==> config.mk <==
export PLATFORM = sky130hd
export DESIGN_NAME = cfg_loader
export DESIGN_NICKNAME = d
export VERILOG_FILES = /design/src/rtl/cfg_loader_pkg.sv /design/src/rtl/cfg_loader_dp.sv /design/src/rtl/cfg_loader_ctrl.sv /design/src/rtl/cfg_loader.sv
export SDC_FILE = /design/constraint.sdc
export NUM_CORES = 1
export LEC_CHECK = 0
export BUFFER_PORTS_ARGS = -buffer_cell sky130_fd_sc_hd__buf_4
export CAP_MARGIN = 20
export CORE_UTILIZATION = 57
export DETAILED_ROUTE_END_ITERATION = 10
export HOLD_SLACK_MARGIN = 0.03
export MAX_ROUTING_LAYER = met4
export PLACE_DENSITY = 0.82
export SLEW_MARGIN = 0
export SYNTH_ARGS = -nofsm -noshare
export SYNTH_HDL_FRONTEND = slang
export SYNTH_SLANG_ARGS = --single-unit
==> constraint.sdc <==
create_clock -name clk -period 2.4 [get_ports clk]
set_input_delay 0.48 -clock clk [delete_from_list [all_inputs] [get_ports clk]]
set_output_delay 0.48 -clock clk [all_outputs]
set_load 0.03 [all_outputs]
==> src/rtl/cfg_loader_pkg.sv <==
package cfg_loader_pkg;

  typedef enum logic [3:0] {
    S_IDLE, S_PROG, S_WINIT, S_SETUP, S_GETB,
    S_LOW, S_HIGH, S_TAIL, S_DLOW, S_DHIGH, S_END
  } ldState_t;

  localparam logic [1:0] RES_OK       = 2'b00;
  localparam logic [1:0] RES_INIT_TO  = 2'b01;
  localparam logic [1:0] RES_BUSY_TO  = 2'b10;
  localparam logic [1:0] RES_DONE_TO  = 2'b11;

  // strobes from sequencer to datapath
  typedef struct packed {
    logic       loadCount;
    logic       decCount;
    logic       loadByte;
    logic       clrTimer;
    logic       clrDiv;
    logic       setStatus;
    logic [1:0] statusCode;
  } dpCmd_t;

endpackage

==> src/rtl/cfg_loader_dp.sv <==
module cfg_loader_dp
  import cfg_loader_pkg::*;
#(
  parameter int CNT_W       = 16,
  parameter int HALF_DIV    = 2,
  parameter int PROG_CYC    = 50,
  parameter int TIMEOUT_CYC = 500000
) (
  input  logic             clk,
  input  logic             rstN,
  input  dpCmd_t           cmd,
  input  logic [CNT_W-1:0] countIn,
  input  logic [7:0]       byteIn,
  output logic [7:0]       dataOut,
  output logic [1:0]       status,
  output logic             countZero,
  output logic             countOne,
  output logic             divEnd,
  output logic             progEnd,
  output logic             timeHit
);

  localparam int TMAX  = (TIMEOUT_CYC > PROG_CYC) ? TIMEOUT_CYC : PROG_CYC;
  localparam int TW    = $clog2(TMAX + 1);
  localparam int DW    = (HALF_DIV > 1) ? $clog2(HALF_DIV) : 1;
  localparam logic [TW-1:0] T_SAT   = TW'(TMAX);
  localparam logic [TW-1:0] T_PROG  = TW'(PROG_CYC - 1);
  localparam logic [TW-1:0] T_LIMIT = TW'(TIMEOUT_CYC - 1);
  localparam logic [DW-1:0] D_LAST  = DW'(HALF_DIV - 1);

  logic [CNT_W-1:0] remaining;
  logic [TW-1:0]    timer;
  logic [DW-1:0]    divCnt;

  // bytes still to send
  always_ff @(posedge clk or negedge rstN) begin
    if (!rstN)              remaining <= '0;
    else if (cmd.loadCount) remaining <= countIn;
    else if (cmd.decCount)  remaining <= remaining - 1'b1;
  end

  // byte presented on the target bus
  always_ff @(posedge clk or negedge rstN) begin
    if (!rstN)             dataOut <= '0;
    else if (cmd.loadByte) dataOut <= byteIn;
  end

  // shared phase timer, saturating
  always_ff @(posedge clk or negedge rstN) begin
    if (!rstN)              timer <= '0;
    else if (cmd.clrTimer)  timer <= '0;
    else if (timer != T_SAT) timer <= timer + 1'b1;
  end

  // half-period divider for the configuration clock
  always_ff @(posedge clk or negedge rstN) begin
    if (!rstN)               divCnt <= '0;
    else if (cmd.clrDiv)     divCnt <= '0;
    else if (divCnt == D_LAST) divCnt <= '0;
    else                     divCnt <= divCnt + 1'b1;
  end

  always_ff @(posedge clk or negedge rstN) begin
    if (!rstN)              status <= RES_OK;
    else if (cmd.setStatus) status <= cmd.statusCode;
  end

  assign countZero = (remaining == '0);
  assign countOne  = (remaining == CNT_W'(1));
  assign divEnd    = (divCnt == D_LAST);
  assign progEnd   = (timer == T_PROG);
  assign timeHit   = (timer >= T_LIMIT);

endmodule

==> src/rtl/cfg_loader_ctrl.sv <==
module cfg_loader_ctrl
  import cfg_loader_pkg::*;
#(
  parameter bit BUSY_CHECK = 1'b1
) (
  input  logic   clk,
  input  logic   rstN,
  input  logic   start,
  input  logic   inValid,
  input  logic   tgtInit,
  input  logic   tgtBusy,
  input  logic   tgtDone,
  input  logic   countZero,
  input  logic   countOne,
  input  logic   divEnd,
  input  logic   progEnd,
  input  logic   timeHit,
  output dpCmd_t cmd,
  output logic   cfgProg,
  output logic   cfgCs,
  output logic   cfgWr,
  output logic   cfgClk,
  output logic   inReady,
  output logic   finished,
  output logic   abort
);

  ldState_t state, stateNext;
  logic     stall, stallNext;
  logic     abortNext;
  logic     busyGate;

  generate
    if (BUSY_CHECK) begin : g_busyChk
      assign busyGate = tgtBusy;
    end else begin : g_noBusyChk
      assign busyGate = 1'b0;
    end
  endgenerate

  always_ff @(posedge clk or negedge rstN) begin
    if (!rstN) begin
      state <= S_IDLE;
      stall <= 1'b0;
      abort <= 1'b0;
    end else begin
      state <= stateNext;
      stall <= stallNext;
      abort <= abortNext;
    end
  end

  always_comb begin
    stateNext = state;
    stallNext = stall;
    abortNext = 1'b0;
    cmd       = '0;
    unique case (state)
      S_IDLE, S_END: begin
        if (start) begin
          cmd.loadCount = 1'b1;
          cmd.clrTimer  = 1'b1;
          stateNext     = S_PROG;
        end
      end
      S_PROG: begin
        if (progEnd) begin
          cmd.clrTimer = 1'b1;
          stateNext    = S_WINIT;
        end
      end
      S_WINIT: begin
        if (tgtInit && !tgtBusy) begin
          stateNext = S_SETUP;
        end else if (timeHit) begin
          cmd.setStatus  = 1'b1;
          cmd.statusCode = RES_INIT_TO;
          abortNext      = 1'b1;
          stateNext      = S_END;
        end
      end
      S_SETUP: begin
        stateNext = countZero ? S_TAIL : S_GETB;
      end
      S_GETB: begin
        if (inValid && !tgtBusy) begin
          cmd.loadByte = 1'b1;
          cmd.clrTimer = 1'b1;
          cmd.clrDiv   = 1'b1;
          stallNext    = 1'b0;
          stateNext    = S_LOW;
        end
      end
      S_LOW: begin
        if (stall && timeHit) begin
          cmd.setStatus  = 1'b1;
          cmd.statusCode = RES_BUSY_TO;
          abortNext      = 1'b1;
          stateNext      = S_END;
        end else if (divEnd) begin
          cmd.clrDiv = 1'b1;
          stateNext  = S_HIGH;
        end
      end
      S_HIGH: begin
        if (divEnd) begin
          cmd.clrDiv = 1'b1;
          if (busyGate) begin
            stallNext = 1'b1;
            if (timeHit) begin
              cmd.setStatus  = 1'b1;
              cmd.statusCode = RES_BUSY_TO;
              abortNext      = 1'b1;
              stateNext      = S_END;
            end else begin
              stateNext = S_LOW;
            end
          end else begin
            cmd.decCount = 1'b1;
            stateNext    = countOne ? S_TAIL : S_GETB;
          end
        end
      end
      S_TAIL: begin
        cmd.clrTimer = 1'b1;
        cmd.clrDiv   = 1'b1;
        if (tgtDone) begin
          cmd.setStatus  = 1'b1;
          cmd.statusCode = RES_OK;
          stateNext      = S_END;
        end else begin
          stateNext = S_DLOW;
        end
      end
      S_DLOW: begin
        if (timeHit) begin
          cmd.setStatus  = 1'b1;
          cmd.statusCode = RES_DONE_TO;
          abortNext      = 1'b1;
          stateNext      = S_END;
        end else if (divEnd) begin
          cmd.clrDiv = 1'b1;
          stateNext  = S_DHIGH;
        end
      end
      S_DHIGH: begin
        if (divEnd && tgtDone) begin
          cmd.setStatus  = 1'b1;
          cmd.statusCode = RES_OK;
          stateNext      = S_END;
        end else if (timeHit) begin
          cmd.setStatus  = 1'b1;
          cmd.statusCode = RES_DONE_TO;
          abortNext      = 1'b1;
          stateNext      = S_END;
        end else if (divEnd) begin
          cmd.clrDiv = 1'b1;
          stateNext  = S_DLOW;
        end
      end
      default: stateNext = S_IDLE;
    endcase
  end

  assign cfgProg  = (state == S_PROG);
  assign cfgCs    = (state == S_SETUP) || (state == S_GETB) ||
                    (state == S_LOW)   || (state == S_HIGH);
  assign cfgWr    = cfgCs;
  assign cfgClk   = !((state == S_LOW) || (state == S_DLOW));
  assign inReady  = (state == S_GETB) && !tgtBusy;
  assign finished = (state == S_END);

endmodule

==> src/rtl/cfg_loader.sv <==
module cfg_loader
  import cfg_loader_pkg::*;
#(
  parameter int CNT_W       = 16,
  parameter int HALF_DIV    = 2,
  parameter int PROG_CYC    = 50,
  parameter int TIMEOUT_CYC = 500000,
  parameter bit BUSY_CHECK  = 1'b1
) (
  input  logic             clk,
  input  logic             rstN,
  input  logic             start,
  input  logic [CNT_W-1:0] byteCount,
  input  logic [7:0]       inData,
  input  logic             inValid,
  output logic             inReady,
  output logic             cfgProg,
  output logic             cfgCs,
  output logic             cfgWr,
  output logic             cfgClk,
  output logic [7:0]       cfgData,
  input  logic             tgtInit,
  input  logic             tgtBusy,
  input  logic             tgtDone,
  output logic             finished,
  output logic [1:0]       status,
  output logic             abort
);

  dpCmd_t cmd;
  logic   countZero, countOne, divEnd, progEnd, timeHit;

  cfg_loader_ctrl #(.BUSY_CHECK(BUSY_CHECK)) u_ctrl (
    .clk(clk), .rstN(rstN), .start(start), .inValid(inValid),
    .tgtInit(tgtInit), .tgtBusy(tgtBusy), .tgtDone(tgtDone),
    .countZero(countZero), .countOne(countOne), .divEnd(divEnd),
    .progEnd(progEnd), .timeHit(timeHit), .cmd(cmd),
    .cfgProg(cfgProg), .cfgCs(cfgCs), .cfgWr(cfgWr), .cfgClk(cfgClk),
    .inReady(inReady), .finished(finished), .abort(abort)
  );

  cfg_loader_dp #(
    .CNT_W(CNT_W), .HALF_DIV(HALF_DIV),
    .PROG_CYC(PROG_CYC), .TIMEOUT_CYC(TIMEOUT_CYC)
  ) u_dp (
    .clk(clk), .rstN(rstN), .cmd(cmd), .countIn(byteCount),
    .byteIn(inData), .dataOut(cfgData), .status(status),
    .countZero(countZero), .countOne(countOne), .divEnd(divEnd),
    .progEnd(progEnd), .timeHit(timeHit)
  );

endmodule

# Word-level counts from Yosys, hierarchy flattened

Index checks and enable logic that the tools add are counted.

Flip-flop bits (word level): 52
Bits in latches: 0
RAM bits: 0
Memory bits (read-only): 0
Bits of input ports: 31
Output and inout port bits: 17
Word-level logic and storage cells: 113
Memories: 0

$add $sub $neg: 3
Multipliers: 0
Divide/modulo/power cells: 0
Order comparisons: 1
Eq/ne operators: 22
Shifts and indexed selects: 0
Muxes and demuxes: 60
Bitwise gates (word level): 0
Reductions and logical operators: 19

Operators by type and width:

| operator                                                              | number |
|---|---|
| 4-bit two-way mux                                                     | 16 |
| 4-bit one-hot mux with 10 select lines                                | 1 |
| 19-bit two-way mux                                                    | 2 |
| 16-bit two-way mux                                                    | 2 |
| 3-bit two-way mux                                                     | 9 |
| 1-bit two-way mux                                                     | 22 |
| 19-bit by 1-bit adder with 19-bit output (second input constant)      | 1 |
| 19-bit by 6-bit == test with 1-bit output (second input constant)     | 1 |
| 19-bit >= comparator (second input constant)                          | 1 |
| 19-bit != test (second input constant)                                | 1 |
| 3-bit one-hot mux with 6 select lines                                 | 1 |
| 16-bit by 1-bit == test with 1-bit output (second input constant)     | 1 |
| 4-bit by 3-bit == test with 1-bit output (second input constant)      | 4 |
| 16-bit zero test                                                      | 1 |
| 16-bit by 1-bit subtractor with 16-bit output (second input constant) | 1 |
| 4-bit == test (second input constant)                                 | 3 |
| 3-bit by 1-bit != test with 1-bit output (second input constant)      | 3 |
| 4-bit by 2-bit == test with 1-bit output (second input constant)      | 2 |
| 8-bit AND reduction                                                   | 1 |
| 2-bit two-way mux                                                     | 3 |
| 2-bit by 1-bit != test with 1-bit output (second input constant)      | 3 |
| 1-bit one-hot mux with 6 select lines                                 | 1 |
| 2-bit nonzero test                                                    | 3 |
| 1-bit logical AND                                                     | 5 |
| other kinds (12)                                                      | 17 |

# Depth between registers and ports, before layout

Gate-level depths: netlist of run 1.

Depth in word-level cells: 6
Mapped depth: 10
Mapped depth without buffers: 8

# Hierarchy

From an unflattened synthesis of run 1, not the netlist that was laid out.

Cells, all modules: 344
Area total of the unflattened synthesis: 3180.6 sq um

By module, submodules not included:

| module          | instances | cells an instance | area each (sq um) | sequential area each (sq um) |
|---|---|---|---|---|
| cfg_loader_dp   | 1         | 240               | 2409.8            | 1151.1 |
| cfg_loader_ctrl | 1         | 104               | 770.7             | 150.1 |

# Worst setup path before layout of run 1

Ideal clock, no wire load.

Path kind: register -> register
From: reg u_ctrl.state[3]
To: reg u_dp.timer[0]
Setup time: 0.119 ns
Arrival: 2.418 ns
Data required time: 2.281 ns
Path slack: -0.137 ns
Stages on the path, launching flop included: 9
Path buffers: 3
Period minus slack after synthesis: 2.537 ns
Cell sequence: dfrtp_1 -> nand2b_1 -> nor4_1 -> and2_1 -> buf_2 -> a211o_1 -> buf_6 -> buf_12 -> nor2_1

Longest elaborated chain between the ends: 4
Elaborated cells between the ends (all ways): 9
Those cells by class: eq/ne (4); mux (2); reduce/logical (3)

Ends and longest elaborated chain:

| what                                                     | RTL line              | source |
|---|---|---|
| from (decl)                                              | cfg_loader_ctrl.sv:28 | `ldState_t state, stateNext;` |
| from (signal assigned)                                   | cfg_loader_ctrl.sv:47 | `state <= stateNext;` |
| 4-bit == test or 4-bit zero test (tied branches)         | cfg_loader_ctrl.sv:58 | `unique case (state)` |
| 2-bit OR reduction                                       | cfg_loader_ctrl.sv:58 |  |
| 1-bit one-hot mux with 4 select lines (*)                | cfg_loader_ctrl.sv:58 |  |
| 19-bit two-way mux or 2-bit nonzero test (tied branches) | -                     |  |
| to (signal assigned)                                     | cfg_loader_dp.sv:52   | `else if (timer != T_SAT) timer <= timer + 1'b1;` |
| to (decl)                                                | cfg_loader_dp.sv:32   | `logic [TW-1:0] timer;` |

Mark *: on every way between the ends. The rest lies on a longest branch, timed or not.
A chain may end at the register's enable or synchronous reset.

# Worst setup path in the final report of run 1

From: reg u_dp.timer[9]
To: reg u_ctrl.state[1]

Longest elaborated chain between the ends: 5
Elaborated cells between the ends (all ways): 17
Those cells by class: order compare (1); eq/ne (6); mux (8); reduce/logical (2)

Ends and longest elaborated chain:

| what                                   | RTL line               | source |
|---|---|---|
| 19-bit >= comparator                   | cfg_loader_dp.sv:72    | `assign timeHit = (timer >= T_LIMIT);` |
| 4-bit two-way mux                      | cfg_loader_ctrl.sv:110 | `if (timeHit) begin` |
| 4-bit two-way mux                      | cfg_loader_ctrl.sv:108 | `if (busyGate) begin` |
| 4-bit two-way mux                      | cfg_loader_ctrl.sv:106 | `if (divEnd) begin` |
| 4-bit one-hot mux with 10 select lines | cfg_loader_ctrl.sv:58  |  |

Parallel ways exist; a longest one is shown, timed or not. The select of a mux whose other input is x is not followed.

==> summary.txt, run 1 <==
Run status
  • Status: finished, final reports clean

Detailed routing
  • Vias/cell: 5.818
  • First-pass detailed-route iteration total: 4
  • Via count: roughly 2700
  • Final wirelength: ~7200 um
  • Post-route ant nets: 0
  • Avg WL per Cell: ~15 um
  • DRT iter0 DRCs: 324
  • Drt drc: 0

Setup path
  • Crit Path Max Fanout: 6
  • Setup crit start kind: register
  • RR Startpoint: u_dp.timer[9]
  • Element type at the critical path end: register
  • Worst setup path start: u_dp.timer[9]
  • WS Path Type: register to register
  • CP arrival: 2.58 ns
  • CP required: between 2 and 3 ns

Clocking
  • Hold_buf cts: 0
  • CTS tree: built
  • Htree depth: 2
  • Num CTS Buffers: 5
  • Clk slew on worst S/H paths: 0.10 ns
  • Worst-Skew Late Latency: 0.31 ns
  • Clk buf depth: 2
  • Clk sinks: 52
  • Clock root cell: clkbuf_8

Placement
  • Placed cell areas: roughly 3600 um^2
  • Pre-CTS WS: about 0.10 ns
  • Final HPWL DP: 5110 um
  • RePlAce Congestion: 0.9459
  • IO Port Bufs: 47

Floorplanning
  • Ports: 48
  • Die H: roughly 76 um
  • Placeable Area: approximately 5200 um^2
  • Initial core utilization: 0.5975
  • Chip Width: 75.64 um
  • Die ar.: roughly 5700 um^2
  • Row cnt: 26

Global routing
  • Initial antenna violation count: 0
  • GRT overflow: 0
  • Number of global-route vias before repair: roughly 2500
  • Largest net degree at the start of global routing: 53
  • First-pass GRT wire length: around 12000 um
  • Global Route Usage Sum: 0.2743

Logic synthesis
  • Synth cell types: 52
  • Post-synth top area share: 0.4211
  • Synth Area in Compound Gates: 0.1312
  • Post-synthesis adder-cell area fraction: 0.02429
  • Seq/Total Area, Yosys: 0.4211
  • Total nets after synthesis: ~380
  • EDFF count, synth: 0
  • Most area-hungry cell type in the Yosys netlist: dfrtp_1
  • Area share of and/or/nand/nor cells after synthesis: 0.2405
  • Ys flop type: dfrtp_1
  • Largest family of logic cells by synthesized area: simple AND/OR/NAND/NOR gates
  • Post-synthesis mux area share: 0.04615
  • Synth Warn #: 0
  • Ys async rst share: 1.000
  • Mapped Cells: between 300 and 400
  • Yosys reg bits: 52
  • Post-Synth XOR/XNOR Area: 0.09352
  • Average cell area after synthesis: about 9 um^2
  • Synth area leaders: dfrtp_1 (42%), nor2_1 (7.4%), xnor2_1 (5.7%), a21oi_1 (4.5%), xor2_1 (3.7%)
  • Synthesized cell area: roughly 3100 um^2

Pwr
  • Pwr/cell area: 1077 nW/um^2
  • Leakage: roughly 0.0016 uW
  • Maximum VDD drop: 0.5731 mV
  • Tot Pwr: 3958 uW

Timing
  • Period Utilization, post-route: 0.9851
  • Relative slew slack: 0.4163
  • Worst Tran Pin Value: 0.8645 ns
  • Post-route setup TNS: 0 ns
  • FMAX: between 0.4 and 0.5 GHz
  • Clock Skews: ~0.0080 ns
  • Setup violations, final: 0
  • Final hold violations: 0
  • Final worst path period need: 2.364 ns
  • Slew Viols, Final: 0
  • Setup ws final: ~0.036 ns

Final layout
  • Diodes inserted: 0
  • Area grow syn2layout: 18.91%
  • Final nets: 434
  • Fillers: approximately 430
  • Most common library cell in the layout ignoring fill and taps: nor2_1
  • Layout cells sized above 1: 0.2261
  • Commonest non-fill, non-tap cells in the layout: nor2_1 (61), buf_4 (60), dfrtp_1 (52)
  • Final instance area: between 3000 and 4000 um^2

Worst hold path
  • Worst hold path type: primary input to asynchronous set/reset pin

Run
  • Max-cap violation count: 0
==> layout make-up <==
type	count	area, um^2	share of cell area
Multi-Input combinational cell	266	1684	0.4583
Sequential cell	52	1301	0.3541
Timing Repair Buffer	61	470.5	0.1280
Tap cell	70	87.58	0.02383
Clock buffer	5	68.82	0.01873
Inverter	11	41.29	0.01124
Clock inverter	3	21.27	0.005788
==> power by group <==
group	switching, uW	internal, uW	leakage [uW]
combinational	1080	861	0.000896
sequential	337	1160	0.000651
clock	314	208	0.0000445
total	1730	2230	0.00159
==> per-stage QoR <==
step                      hold WS (ns)    util  std cells
after floorplan                 0.1844       -        344
after global placement          0.4924  0.6872        459
after detailed placement        0.4963  0.6872        459
after CTS                       0.2160  0.7046        467
after global routing            0.2404  0.7105        468
final                           0.1853  0.7105        468
==> cells by family (layout without fill, tap and decap cells) <==
| kind of cell | Yosys count | in the layout |
|---|---|---|
| compound gates | 61 | 61 |
| buf+inv | 26 | 80 |
| fa+ha+maj | 6 | 6 |
| simple gates | 153 | 153 |
| flops | 52 | 52 |
| xor+xnor | 33 | 33 |
| mux | 13 | 13 |
==> critical path, cell delays in order (launching register included) <==
cell	delay, ns
dfrtp_1	0.44
nor4_2	0.33
nor2b_1	0.25
a311o_1	0.25
a221oi_4	0.07
buf_4	0.18
a221oi_4	0.36
mux2_2	0.38
==> final timing paths <==
check                      cells past startpoint                  to  slack, ns
min in group clk                               2     u_dp.dataOut[3]       0.39
max                                            7     u_ctrl.state[1]       0.04
max reg2reg                                    7     u_ctrl.state[1]       0.04
max in group asynchronous                      1  u_dp.remaining[11]       1.76
min                                            1        u_ctrl.stall       0.19
min reg2reg                                    1     u_dp.dataOut[2]       0.52
==> repair_timing <==
action	4_1_cts	5_1_grt
gates resized for setup	0	3
buffers inserted	0	1
endpoints found under the hold margin	0	0
endpoints found under the setup margin	0	2
==> cell usage after synthesis (5+ instances only) <==
cell type and instances:
nand4_1 6, nand3_1 7, mux2_2 10, o21ai_0 8
nor4_1 9, nand2_1 29, nor2_1 61, xnor2_1 20
clkbuf_1 5, dfrtp_1 52, inv_1 10, ha_1 6
a21oi_1 28, nand2b_1 5, nor3_1 8, xor2_1 13
and3_1 5
==> state kept, by name, indices dropped and copies added, names as in the netlist <==
signal,flops
u_ctrl.abort,1
u_ctrl.stall,1
u_ctrl.state,4
u_dp.dataOut,8
u_dp.divEnd,1
u_dp.remaining,16
u_dp.status,2
u_dp.timer,19
==> per-layer routing <==
metal,vias to the layer above,wire length (um),GRT usage
met5,-,0,-
met2,86,3568,0.4534
met4,0,54,0.06173
met1,1323,3122,0.3448
met3,7,404,0.06349
li1,1307,-,-
No activity file was read; power rests on OpenSTA's default activity.
==> run 2, diff against run 1 <==
- SYNTH_HIERARCHICAL: default -> 1
- clock period: 2.4 -> 2.7 ns (I/O delays scaled with it)
==> run 2 against run 1 <==
Against the previous run:
- first-iteration DRC count fell by 40%
- combinational power shrank 8%
- highest routed layer unchanged
- critical path type unchanged
- design area is 2.8% higher
==> summary.txt, run 2 <==
Run status
  • Status: finished, final reports clean

Timing
  • Period Utilization, post-route: 0.9288 (-0.05632)
  • FMAX: 0.3988 GHz (-5.7%)
  • Setup violations, final: 0 (unchanged)
  • Setup ws final: 0.1924 ns (+0.1565 ns)
  • Slew Viols, Final: 0 (unchanged)
  • Clock Skews: 0.01047 ns (+0.002487 ns)
  • RSZ-0062 raised after global routing: no
  • Relative slew slack: 0.5446 (+0.1283)
  • Worst Tran Pin Value: 0.6806 ns (-0.1839 ns)
  • Final worst path period need: 2.508 ns (+0.1435 ns)
  • Final hold violations: 0 (unchanged)

Setup path
  • Flop2flop setup slack: 0.19 ns (+0.16 ns)
  • Worst setup path start: u_dp/timer[10]
  • Element type at the critical path end: register
  • Crit Path Max Fanout: 5 (-1)
  • WS Path Type: register to register
  • Worst reg-to-reg path cell count: 8 (+1)
  • Setup crit start kind: register
  • RR Startpoint: u_dp/timer[10]
  • CP required: 2.89 ns (+0.28 ns)
  • Worst R2R End: u_ctrl/state[3]
  • CP arrival: 2.69 ns (+0.11 ns)

Global routing
  • First-pass GRT wire length: 11960 um (+3.5%)
  • Most used routing layer in global routing: met2
  • GRT met2 Usage: 0.4259 (-0.02748)
  • Largest net degree at the start of global routing: 53 (unchanged)
  • Number of global-route vias before repair: 2706 (+6.4%)
  • GR met1 Demand/Resource: 0.3242 (-0.02053)
  • Initial antenna violation count: 0 (unchanged)
  • GRT overflow: 0 (unchanged)
  • Global Route Usage Sum: 0.2570 (-0.01732)
  • GR Util met3: 0.04405 (-0.01944)

Detailed routing
  • Via count: 2675 (-1.8%)
  • Avg WL per Cell: 14.58 um (-4.6%)
  • Drt drc: 0 (unchanged)
  • Final wirelength: 6749 um (-5.6%)
  • First-pass detailed-route iteration total: 4 (unchanged)
  • DRT iter0 DRCs: 193 (-40%)
  • Vias/cell: 5.778 (-0.70%)
  • Post-route ant nets: 0 (unchanged)

Logic synthesis
  • Synth cell types: 63 (+21%)
  • Seq/Total Area, Yosys: 0.4091 (-0.01193)
  • Ys flop type: dfrtp_1
  • Average cell area after synthesis: 9.246 um^2 (+2.9%)
  • Yosys reg bits: 52 (unchanged)
  • Total nets after synthesis: 380 (-0.26%)
  • Synth area leaders: dfrtp_1 (41%), mux2_2 (4.6%), nor2_1 (4.5%), xor2_1 (4.1%), o21ai_0 (3.8%)
  • Most area-hungry cell type in the Yosys netlist: dfrtp_1
  • Ys async rst share: 1.000 (unchanged)
  • Most frequent cell after synthesis: dfrtp_1
  • EDFF count, synth: 0 (unchanged)
  • Synthesized cell area: 3181 um^2 (+2.9%)
  • Post-synth top cells: dfrtp_1 (52), nor2_1 (38), nand2_1 (27)
  • Synth Warn #: 6 (+6)
  • Post-synth top area share: 0.4091 (-0.01193)
  • Mapped Cells: 344 (unchanged)

Clocking
  • Clk buf depth: 2 (unchanged)
  • Clk slew on worst S/H paths: 0.10 ns (about the same)
  • Clock root cell: clkbuf_8
  • CTS tree: built
  • Clk sinks: 52 (unchanged)
  • Htree depth: 2 (unchanged)
  • Worst-Skew Late Latency: 0.30 ns (about the same)
  • Num CTS Buffers: 5 (unchanged)

Final layout
  • Largest regs: u_dp/timer (19), u_dp/remaining (16), u_dp/dataOut (8)
  • Commonest non-fill, non-tap cells in the layout: buf_4 (58), dfrtp_1 (51), nor2_1 (38)
  • Fillers: 391 (-9.3%)
  • Layout cells sized above 1: 0.2545 (+0.02832)
  • Area grow syn2layout: 18.80% (about the same)
  • Diodes inserted: 0 (unchanged)
  • Final instance area: 3779 um^2 (+2.8%)
  • Final nets: 428 (-1.4%)
  • Area of the multi-input gates: 1793 um^2 (+6.5%)
  • Max reg flops: 19 (unchanged)
  • Storage element area: 1303 um^2 (about the same)
  • Largest Register: u_dp/timer
  • Most common library cell in the layout ignoring fill and taps: buf_4

Placement
  • Pre-CTS WS: -0.01339 ns (-0.1182 ns)
  • RePlAce Congestion: 0.8864 (-6.3%)
  • Placed cell areas: 3641 um^2 (+2.4%)
  • IO Port Bufs: 47 (unchanged)
  • Final HPWL DP: 4850 um (-5.1%)

Floorplanning
  • Ports: 48 (unchanged)
  • Row cnt: 26 (unchanged)
  • Initial core utilization: 0.6073 (+0.009778)
  • Die ar.: 5883 um^2 (+2.8%)
  • Die H: 76.70 um (+1.4%)
  • Chip Width: 76.70 um (+1.4%)
  • Placeable Area: 5238 um^2 (+1.3%)

Pwr
  • Pwr/cell area: 955.8 nW/um^2 (-11%)
  • Maximum VDD drop: 0.7505 mV (+31%)
  • Leakage: 0.001622 uW (+2.0%)

Worst hold path
  • Worst hold path type: primary input to asynchronous set/reset pin

Run
  • Max-cap violation count: 0 (unchanged)
run 2: cell count changes after synthesis, sizes merged, moves of 5 or more:
cell,before,now
nor2,61,38
a21oi,28,9
o21ai,8,24
clkbuf,5,13
xnor2,20,12
nand3,7,14
mux2,10,16
buf,10,5
nand4,6,11
run 2: how the worst max path moves through the flow:
stage,to,depth (start not counted)
2_1_floorplan,u_dp/timer[10],8
3_3_place_gp,u_ctrl/state[1],10
3_5_place_dp,u_ctrl/state[3],10
4_1_cts,u_ctrl/state[3],10
5_1_grt,u_ctrl/state[3],9
6_report,u_ctrl/state[3],8
run 2: kinds of logic (layout without fill, tap and decap cells):
kind of cell	after synthesis	in the layout	share of synthesized area
xor+xnor	27	27	0.07435
compound gates	57	57	0.1172
buf+inv	28	77	0.03541
flops	52	52	0.4091
simple gates	157	157	0.2813
mux	18	18	0.06294
fa+ha+maj	5	5	0.01967
run 2: area by class of cell:
class	count	share of cell area
Multi-Input combinational cell	264	0.4745
Timing Repair Buffer	59	0.1182
Sequential cell	52	0.3447
Inverter	10	0.009934
Clock buffer	6	0.01921
Clock inverter	2	0.01026
Tap cell	70	0.02318
run 2: through the flow:
step	total power [uW]	hold WS [ns]	util	std cells	TNS [ns]
2_1_floorplan	2527	0.2444	-	344	0
3_3_place_gp	2985	0.4914	0.6952	455	0
3_5_place_dp	3051	0.5007	0.6952	455	-0.01825
4_1_cts	3600	0.2760	0.7174	463	0
5_1_grt	3875	0.2908	0.7215	463	0
6_report	3612	0.2411	0.7215	463	0
run 2: critical path: stages, from the launching register on:
cell       delay (ns)
dfrtp_1          0.43
or4_1            0.53
nor2_1           0.21
and4_1           0.24
nand2_1          0.06
nand2_1          0.07
nor4_1           0.06
a2111oi_4        0.40
mux2_2           0.39
run 2: per-layer routing:
layer / vias up / part of all wire / wire [um]
met5: - / 0 / 0
met4: 0 / 0.0076 / 51
met3: 7 / 0.054 / 366
met2: 77 / 0.51 / 3413
met1: 1272 / 0.43 / 2916
li1: 1319 / - / -
run 2: power breakdown:
group | total, uW | internal (uW) | switching [uW]
Sequential | 1290 | 1030 | 265
Combinational | 1780 | 771 | 1010
Clock | 541 | 281 | 261
Total | 3610 | 2080 | 1530
run 2: timing repair:
action                                  CTS  global route
pin swaps                                 0             2
hold buffers                              0             0
endpoints found under the setup margin    3             5
buffers inserted                          0             0
resized for setup                         1             5
==> run 3, diff against run 2 <==
- ABC_AREA: default -> 1
- CORE_UTILIZATION: 57 -> 58
==> run 3 against run 2 <==
Against the previous run:
- core utilization shrank 3.2 points
- sequential share of layout area shrank 2.6 points
- sequential power hardly changed
- global-route usage is 3.5 points higher
- critical endpoint is now u_dp/status[1]
- largest cell class unchanged
- highest routed layer unchanged
==> summary.txt, run 3 <==
Logic synthesis
  • Most area-hungry cell type in the Yosys netlist: dfrtp_1
  • Ys async rst share: 1.000 (unchanged)
  • Mapped Cells: 508 (+48%)
  • Total nets after synthesis: 544 (+43%)
  • Post-synth top cells: nand2_1 (133), nor2_1 (76), inv_1 (53)
  • Yosys reg bits: 52 (unchanged)
  • Ys flop type: dfrtp_1
  • Average cell area after synthesis: 7.005 um^2 (-24%)
  • Synthesized cell area: 3558 um^2 (+12%)
  • Seq/Total Area, Yosys: 0.3657 (-0.04344)
  • Synth area leaders: dfrtp_1 (37%), nand2_1 (14%), nor2_1 (8.0%), nand3_1 (6.5%), inv_1 (5.6%)
  • EDFF count, synth: 0 (unchanged)
  • Synth cell types: 34 (-46%)
  • Most frequent cell after synthesis: nand2_1
  • Synth Warn #: 6 (unchanged)
  • Post-synth top area share: 0.3657 (-0.04344)

Timing
  • RSZ-0062 raised after global routing: no
  • FMAX: 0.4205 GHz (+5.5%)
  • Final hold violations: 0 (unchanged)
  • Slew Viols, Final: 0 (unchanged)
  • Clock Skews: 0.007727 ns (-0.002741 ns)
  • Period Utilization, post-route: 0.8807 (-0.04803)
  • Post-route setup TNS: 0 ns (unchanged)
  • Relative slew slack: 0.4197 (-0.1248)
  • Setup ws final: 0.3220 ns (+0.1297 ns)
  • Worst Tran Pin Value: 0.8672 ns (+0.1866 ns)
  • Hold Slack: 0.2512 ns (+0.01018 ns)
  • Final worst path period need: 2.378 ns (-0.1297 ns)
  • Setup violations, final: 0 (unchanged)

Setup path
  • Worst setup path start: u_dp/timer[1]
  • Element type at the critical path end: register
  • Flop2flop setup slack: 0.32 ns (+0.13 ns)
  • CP endpoint: u_dp/status[1]
  • CP required: 2.90 ns (about the same)
  • WS Path Type: register to register
  • Crit Path Max Fanout: 6 (+1)
  • CP arrival: 2.58 ns (-0.11 ns)
  • RR Startpoint: u_dp/timer[1]
  • Worst reg-to-reg path cell count: 13 (+5)
  • Setup crit start kind: register
  • Worst R2R End: u_dp/status[1]

Final layout
  • Fillers: 515 (+32%)
  • Layout cells sized above 1: 0.2025 (-0.05194)
  • Commonest non-fill, non-tap cells in the layout: nand2_1 (133), nor2_1 (76), inv_1 (53)
  • Largest regs: u_dp/timer (19), u_dp/remaining (16), u_dp/dataOut (8)
  • Most common library cell in the layout ignoring fill and taps: nand2_1
  • Area grow syn2layout: 14.70%
  • Area of the multi-input gates: 1969 um^2 (+9.8%)
  • Fin util: 0.6893 (-0.03210)
  • Storage element area: 1301 um^2 (about the same)
  • Final nets: 593 (+39%)
  • Largest Register: u_dp/timer
  • Diodes inserted: 0 (unchanged)
  • Max reg flops: 19 (unchanged)

Run
  • Max-cap violation count: 0 (unchanged)

Placement
  • IO Port Bufs: 47 (unchanged)
  • Pre-CTS WS: 0.3784 ns (+0.3918 ns)
  • RePlAce Congestion: 0.9939 (+12%)
  • Final HPWL DP: 6458 um (+33%)

Floorplanning
  • Row cnt: 28 (+7.7%)
  • Die ar.: 6452 um^2 (+9.7%)
  • Placeable Area: 5921 um^2 (+13%)
  • Die H: 80.33 um (+4.7%)
  • Chip Width: 80.33 um (+4.7%)
  • Initial core utilization: 0.6010 (-0.006248)
  • Ports: 48 (unchanged)

Global routing
  • Number of global-route vias before repair: 3262 (+21%)
  • GRT overflow: 0 (unchanged)
  • Largest net degree at the start of global routing: 53 (unchanged)
  • First-pass GRT wire length: 14350 um (+20%)
  • Global Route Usage Sum: 0.2918 (+0.03481)
  • Initial antenna violation count: 0 (unchanged)

Worst hold path
  • Worst hold path type: primary input to asynchronous set/reset pin

Clocking
  • Num CTS Buffers: 5 (unchanged)
  • Clk sinks: 52 (unchanged)
  • Clk slew on worst S/H paths: 0.11 ns (about the same)
  • Worst-Skew Late Latency: 0.30 ns (about the same)
  • Setup Buffers After CTS: 0 (unchanged)
  • Clock root cell: clkbuf_8
  • Hold_buf cts: 0 (unchanged)
  • Htree depth: 2 (unchanged)
  • CTS tree: built
  • Post-CTS Resized: 0 (-1)
  • Clk buf depth: 2 (unchanged)

Detailed routing
  • DRT iter0 DRCs: 301 (+56%)
  • Drt drc: 0 (unchanged)
  • Final wirelength: 8586 um (+27%)
  • Post-route ant nets: 0 (unchanged)
  • Via count: 3545 (+33%)
  • First-pass detailed-route iteration total: 5 (+1)
  • Vias/cell: 5.600 (-3.1%)
  • Avg WL per Cell: 13.56 um (-6.9%)

Pwr
  • Power Internal: 1920 uW (-7.7%)
  • Leakage: 0.002031 uW (+25%)
  • Maximum VDD drop: 0.6281 mV (-16%)
  • Tot Pwr: 3703 uW (+2.5%)
  • Clock network power share: 0.133 (-0.017)
  • Pwr/cell area: 907.2 nW/um^2 (-5.1%)
  • Net Sw Frac: 0.4815 (+0.05715)
  • Reg power frac: 0.356 (-0.002)
  • Switching pwr: 1783 uW (+16%)
  • Logic gate share of total power: 0.511 (+0.019)

Run status
  • Status: finished, final reports clean
## run 3: changes by cell type after synthesis, sizes merged, moves of 9 or more
cell,delta
nand2,+116
nor2,+59
inv,+51
nand3,+34
nand4,+13
clkbuf,-11
o21ai,-11
xnor2,-10
a22oi,+9
## run 3: cells by family after synthesis
| kind of cell | count (synthesis) | synth area share |
|---|---|---|
| compound gates | 38 | 0.06505 |
| buf+inv | 71 | 0.08087 |
| fa+ha+maj | 5 | 0.01758 |
| xor+xnor | 9 | 0.02215 |
| simple gates | 323 | 0.4170 |
| flops | 52 | 0.3657 |
| mux | 10 | 0.03165 |
## run 3: power by group through the flow
stage | clock network [uW] | logic [uW] | registers (uW)
after floorplan | 0 | 1270 | 1400
after global placement | 0 | 1840 | 1310
after detailed placement | 0 | 1870 | 1320
after CTS | 512 | 1880 | 1310
after global routing | 539 | 2120 | 1360
final | 491 | 1890 | 1320
## run 3: area by class of cell
class,count,share of cell area
Clock buffer,5,0.01686
Clock inverter,3,0.007051
Inverter,61,0.05610
Multi-Input combinational cell,385,0.4825
Sequential cell,52,0.3188
Tap cell,75,0.02299
Timing Repair Buffer,52,0.09565
## run 3: per-layer routing
metal	GRT usage	vias to the layer above	share of wire
li1	-	1743	-
met1	0.3855	1626	0.46
met2	0.4641	172	0.46
met3	0.03977	4	0.074
met4	0.09464	0	0.0048
met5	-	-	0
## run 3: metrics by stage
| step | instance area (um^2) | instances |
|---|---|---|
| after floorplan | 3558 | 508 |
| after global placement | 3984 | 625 |
| after detailed placement | 3984 | 625 |
| after CTS | 4081 | 633 |
| after global routing | 4081 | 633 |
| final | 4081 | 633 |
## run 3: worst min-delay path by stage
stage / endpoint / slack [ns] / from / depth (start not counted)
global route: u_dp/timer[2] / 0.30 / rstN / 1
finish: u_dp/timer[2] / 0.25 / rstN / 1
detailed placement: u_dp/dataOut[2] / 0.50 / u_dp/dataOut[2] / 1
floorplan: u_ctrl/abort / 0.24 / rstN / 0
CTS: u_dp/timer[2] / 0.27 / rstN / 1
global placement: u_dp/dataOut[4] / 0.49 / u_dp/dataOut[4] / 1
## run 3: worst max-delay path: stages (launching register included)
cell and delay (ns):
dfrtp_1 0.45, ha_1 0.27, nand2_1 0.10, nor2_1 0.10
inv_1 0.07, nor2_1 0.09, nand3_1 0.08, nand4_1 0.20
buf_4 0.19, nand4_1 0.14, nand2_1 0.12, inv_2 0.04
nand4_1 0.09, mux2_2 0.34
